## src/rtl/spec_rd_sync.sv

```systemverilog
module spec_rd_sync (
  input  logic clk,
  input  logic rst,
  input  logic ne_early_i,
  input  logic ne_spec_i,
  input  logic pop_i,
  output logic avail_o,
  output logic pop_ok_o,
  output logic fail_o
);

  logic early_q;
  logic spec_q;
  logic fail_q;

  always_ff @(negedge clk) begin
    if (rst) begin
      early_q <= 1'b0;
      spec_q  <= 1'b0;
    end else begin
      early_q <= ne_early_i;
      spec_q  <= ne_spec_i;
    end
  end

  wire mismatch = early_q ^ spec_q;

  always_ff @(posedge clk) begin
    if (rst) fail_q <= 1'b0;
    else     fail_q <= mismatch;
  end

  assign avail_o  = spec_q;
  assign pop_ok_o = pop_i & spec_q & early_q & ~rst;
  assign fail_o   = fail_q;

endmodule


```

## config.mk

```make
export PLATFORM = sky130hd
export DESIGN_NAME = spec_rd_sync
export DESIGN_NICKNAME = d
export VERILOG_FILES = /design/src/rtl/spec_rd_sync.sv
export SDC_FILE = /design/constraint.sdc
export NUM_CORES = 1
export LEC_CHECK = 0
export BUFFER_PORTS_ARGS = -buffer_cell sky130_fd_sc_hd__buf_2
export CAP_MARGIN = 20
export CELL_PAD_IN_SITES_DETAIL_PLACEMENT = 1
export CELL_PAD_IN_SITES_GLOBAL_PLACEMENT = 2
export CORE_AREA = 2 2 39 41
export CTS_BUF_LIST = sky130_fd_sc_hd__clkbuf_16
export DETAILED_ROUTE_END_ITERATION = 7
export DIE_AREA = 0 0 41 43
export GPL_ROUTABILITY_DRIVEN = 0
export PLACE_DENSITY_LB_ADDON = 0.1
export SYNTH_ARGS = -nofsm -noshare
export SYNTH_HDL_FRONTEND = slang
export SYNTH_SLANG_ARGS = --single-unit
```

## constraint.sdc

```tcl
create_clock -name clk -period 0.8 [get_ports clk]
set_input_delay 0.12 -clock clk [delete_from_list [all_inputs] [get_ports clk]]
set_output_delay 0.12 -clock clk [all_outputs]
set_load 0.01 [all_outputs]
```

# Word level (Yosys, flattened, before mapping)
# Index checks and enable logic that the tools add are counted.
# word_totals
register_bits,3
latchBits,0
ramBits,0
mem_bits_ro,0
inputBits,5
out_inout_bits,3
wordCells,8
mem_count,0
# classes
addsub,0
multipliers,0
n_div,0
n_lt_le_gt_ge,0
eq_ne,0
shifts,0
mux,0
n_bitwise,5
n_reduce_logical,0
# ops
operator,count
bitwise AND 1 bit,3
NOT 1 bit,1
XOR 1 bit,1

# Longest topological paths before layout
# logic_depth
depth_word,3
depth_mapped,2
mapped_depth_nobuf,2

==> flow_metrics.env <==
export IMPL_seq_area_frac_synth=0.6000
export IMPL_antenna_found_initial=0
export IMPL_cts_buffers=3
export IMPL_wl_um=294
export IMPL_path_clk_slew_ns=0.03
export IMPL_io_pins=8
export IMPL_cts_hold_buf=0
export IMPL_required_ns=0.68
export IMPL_synth_avg_cell_area_sq_um=11.12
export IMPL_insertion_delay_ns=0.30
export IMPL_cts_sinks=3
export IMPL_grt_overflow=0
export IMPL_synth_top_cell_by_area="dfxtp_1"
export IMPL_timing_setup_tns_ns=-1.686
export IMPL_vias_per_cell=2.976
export IMPL_ys_types=7
export IMPL_ys_ff_latch=3
export IMPL_critPathLaunchType="flop"
export IMPL_tritoncts="built"
export IMPL_rows=14
export IMPL_final_core_util=0.2107
export IMPL_synthCells=9
export IMPL_synth_area_leaders="dfxtp_1, and4b_1, xnor2_1"
export IMPL_yosysWarnings=0
export IMPL_area_growth_pct=191.3
export IMPL_synth_top_flop_cell="dfxtp_1"
export IMPL_nNetsFinal=31
export IMPL_initial_core_util=0.07233
export IMPL_routed_via_count=122
export IMPL_syn_num_nets=14
export IMPL_crit_path_end_kind="primary output"
export IMPL_status="finished, violations left"
export IMPL_finalPower_mw=1.046
export IMPL_relSlewSlack=0.9265
export IMPL_max_vdd_ir_drop_mv=0.8245
export IMPL_p_per_area_nw_per_um2=3588
export IMPL_crit_type="reg -> out"
export IMPL_synth_edf_count=0
export IMPL_drtAntennaViolNets=0
export IMPL_worstPathArrival_ns=1.33
export IMPL_skew_ns=0.07804
export IMPL_synth_top_area_frac=0.6000
export IMPL_die_h_um=43
export IMPL_fp_dieW_um=41
export IMPL_routedWlPerCell_um=7.171
export IMPL_grt_usage=0.05900
export IMPL_drt_pass1_iterations=1
export IMPL_grt_max_degree=4
export IMPL_tightest_slew_ns=0.1097
export IMPL_cts_buffer_depth=2
export IMPL_antenna_cells=0
export IMPL_setup_viol=3
export IMPL_violations="negative setup slack"
export IMPL_io_buffers=7
export IMPL_grt_pass1_vias=143
export IMPL_async_flop_share=0
export IMPL_synth_most_common_cell="dfxtp_1"
export IMPL_grt_pass1_wl_um=510
export IMPL_num_fill_cells=170
export IMPL_rsz0062_at_grt="true"
export IMPL_initialDrtViolationCount=0
export IMPL_power_leakage_nw=0.1537
export IMPL_dieArea_sq_um=1763
export IMPL_min_path_type="in -> reg"
export IMPL_drv_slew=0
export IMPL_htreeDepth=1
export IMPL_netlist_area_sq_um=100.1
export IMPL_setup_ws_ns=-0.6510
export IMPL_cap_violations=0
export IMPL_report_final_hold_viol_count=0
export IMPL_clockRootBuffer="clkbuf_16"
export IMPL_remaining_drc_errors=0
export IMPL_coreArea_sq_um=1384
export IMPL_crit_fanout=2
export IMPL_drive_gt1_frac=0.6800
-- critical path, stage by stage, from the launching register on --
cell and delay (ns):
dfxtp_2 0.32, and4b_1 0.18, buf_2 0.13
-- repair_timing --
item,CTS,global route
setup endpoints to repair,3,3
pin swaps,1,1
gates resized for setup,3,2
setup buffers,2,1
-- layout by cell type (no fill, tap or decap) --
master	Yosys	routed
and2b_1	1	1
xnor2_2	0	1
inv_1	1	3
clkbuf_16	0	3
nor2_1	1	1
buf_2	0	6
buf_6	0	3
and4b_1	1	1
dfxtp_1	3	1
buf_4	0	2
dfxtp_2	0	2
nor2b_1	1	1
-- metal layers --
metal  share of wire  global-route usage  vias to the layer above
li1                -                   -                       59
met1            0.35             0.03810                       50
met2            0.39             0.04688                       10
met3            0.18             0.06806                        3
met4           0.082              0.1267                        0
met5               0                   0                        -
-- kinds of logic (layout without fill, tap and decap cells) --
| family | count (synthesis) | count (layout) | share of synthesized area |
|---|---|---|---|
| DFF | 3 | 3 | 0.6000 |
| and+or+nand+nor | 4 | 4 | 0.2750 |
| xor gates and xnor gates | 1 | 1 | 0.08752 |
| buffers and inverters | 1 | 17 | 0.03746 |
-- power breakdown --
group | total, mW | switching [mW] | internal, mW
sequential | 0.165 | 0.00345 | 0.161
combinational | 0.0601 | 0.0196 | 0.0405
clock | 0.821 | 0.162 | 0.659
total | 1.05 | 0.185 | 0.861
-- flip-flops by register name, indices dropped and copies added, names as in the netlist --
name / flops
fail_o: 1
avail_o: 1
early_q: 1
-- layout make-up --
cell class | count | area, sq um | area share
flip-flops and latches | 3 | 62.56 | 0.2146
clock inverters | 3 | 11.26 | 0.03863
clock buffers | 3 | 75.07 | 0.2575
repair buffers | 11 | 78.83 | 0.2704
multi-input cells | 5 | 43.79 | 0.1502
well taps | 16 | 20.02 | 0.06867
-- final timing paths --
check	from	endpoint	slack, ns	cells past startpoint
setup / recovery	avail_o$_SDFF_NP0_	pop_ok_o	-0.65	2
hold / removal	rst	fail_o$_SDFF_PP0_	0.17	3
setup reg to reg	avail_o$_SDFF_NP0_	fail_o$_SDFF_PP0_	-0.48	4
hold reg to reg	early_q$_SDFF_NP0_	fail_o$_SDFF_PP0_	1.07	3
-- through the flow --
step	instances	worst slack (ns)	instance area, sq um	hold slack (ns)
after floorplan	9	-0.3128	101.3	0.1924
after global placement	33	-0.3551	163.9	0.4143
after detailed placement	33	-0.3633	163.9	0.4118
after CTS	40	-0.6542	272.8	0.1771
after global routing	41	-0.7085	291.5	0.1837
final	41	-0.6510	291.5	0.1693
Power figures use the tool's default switching activity.
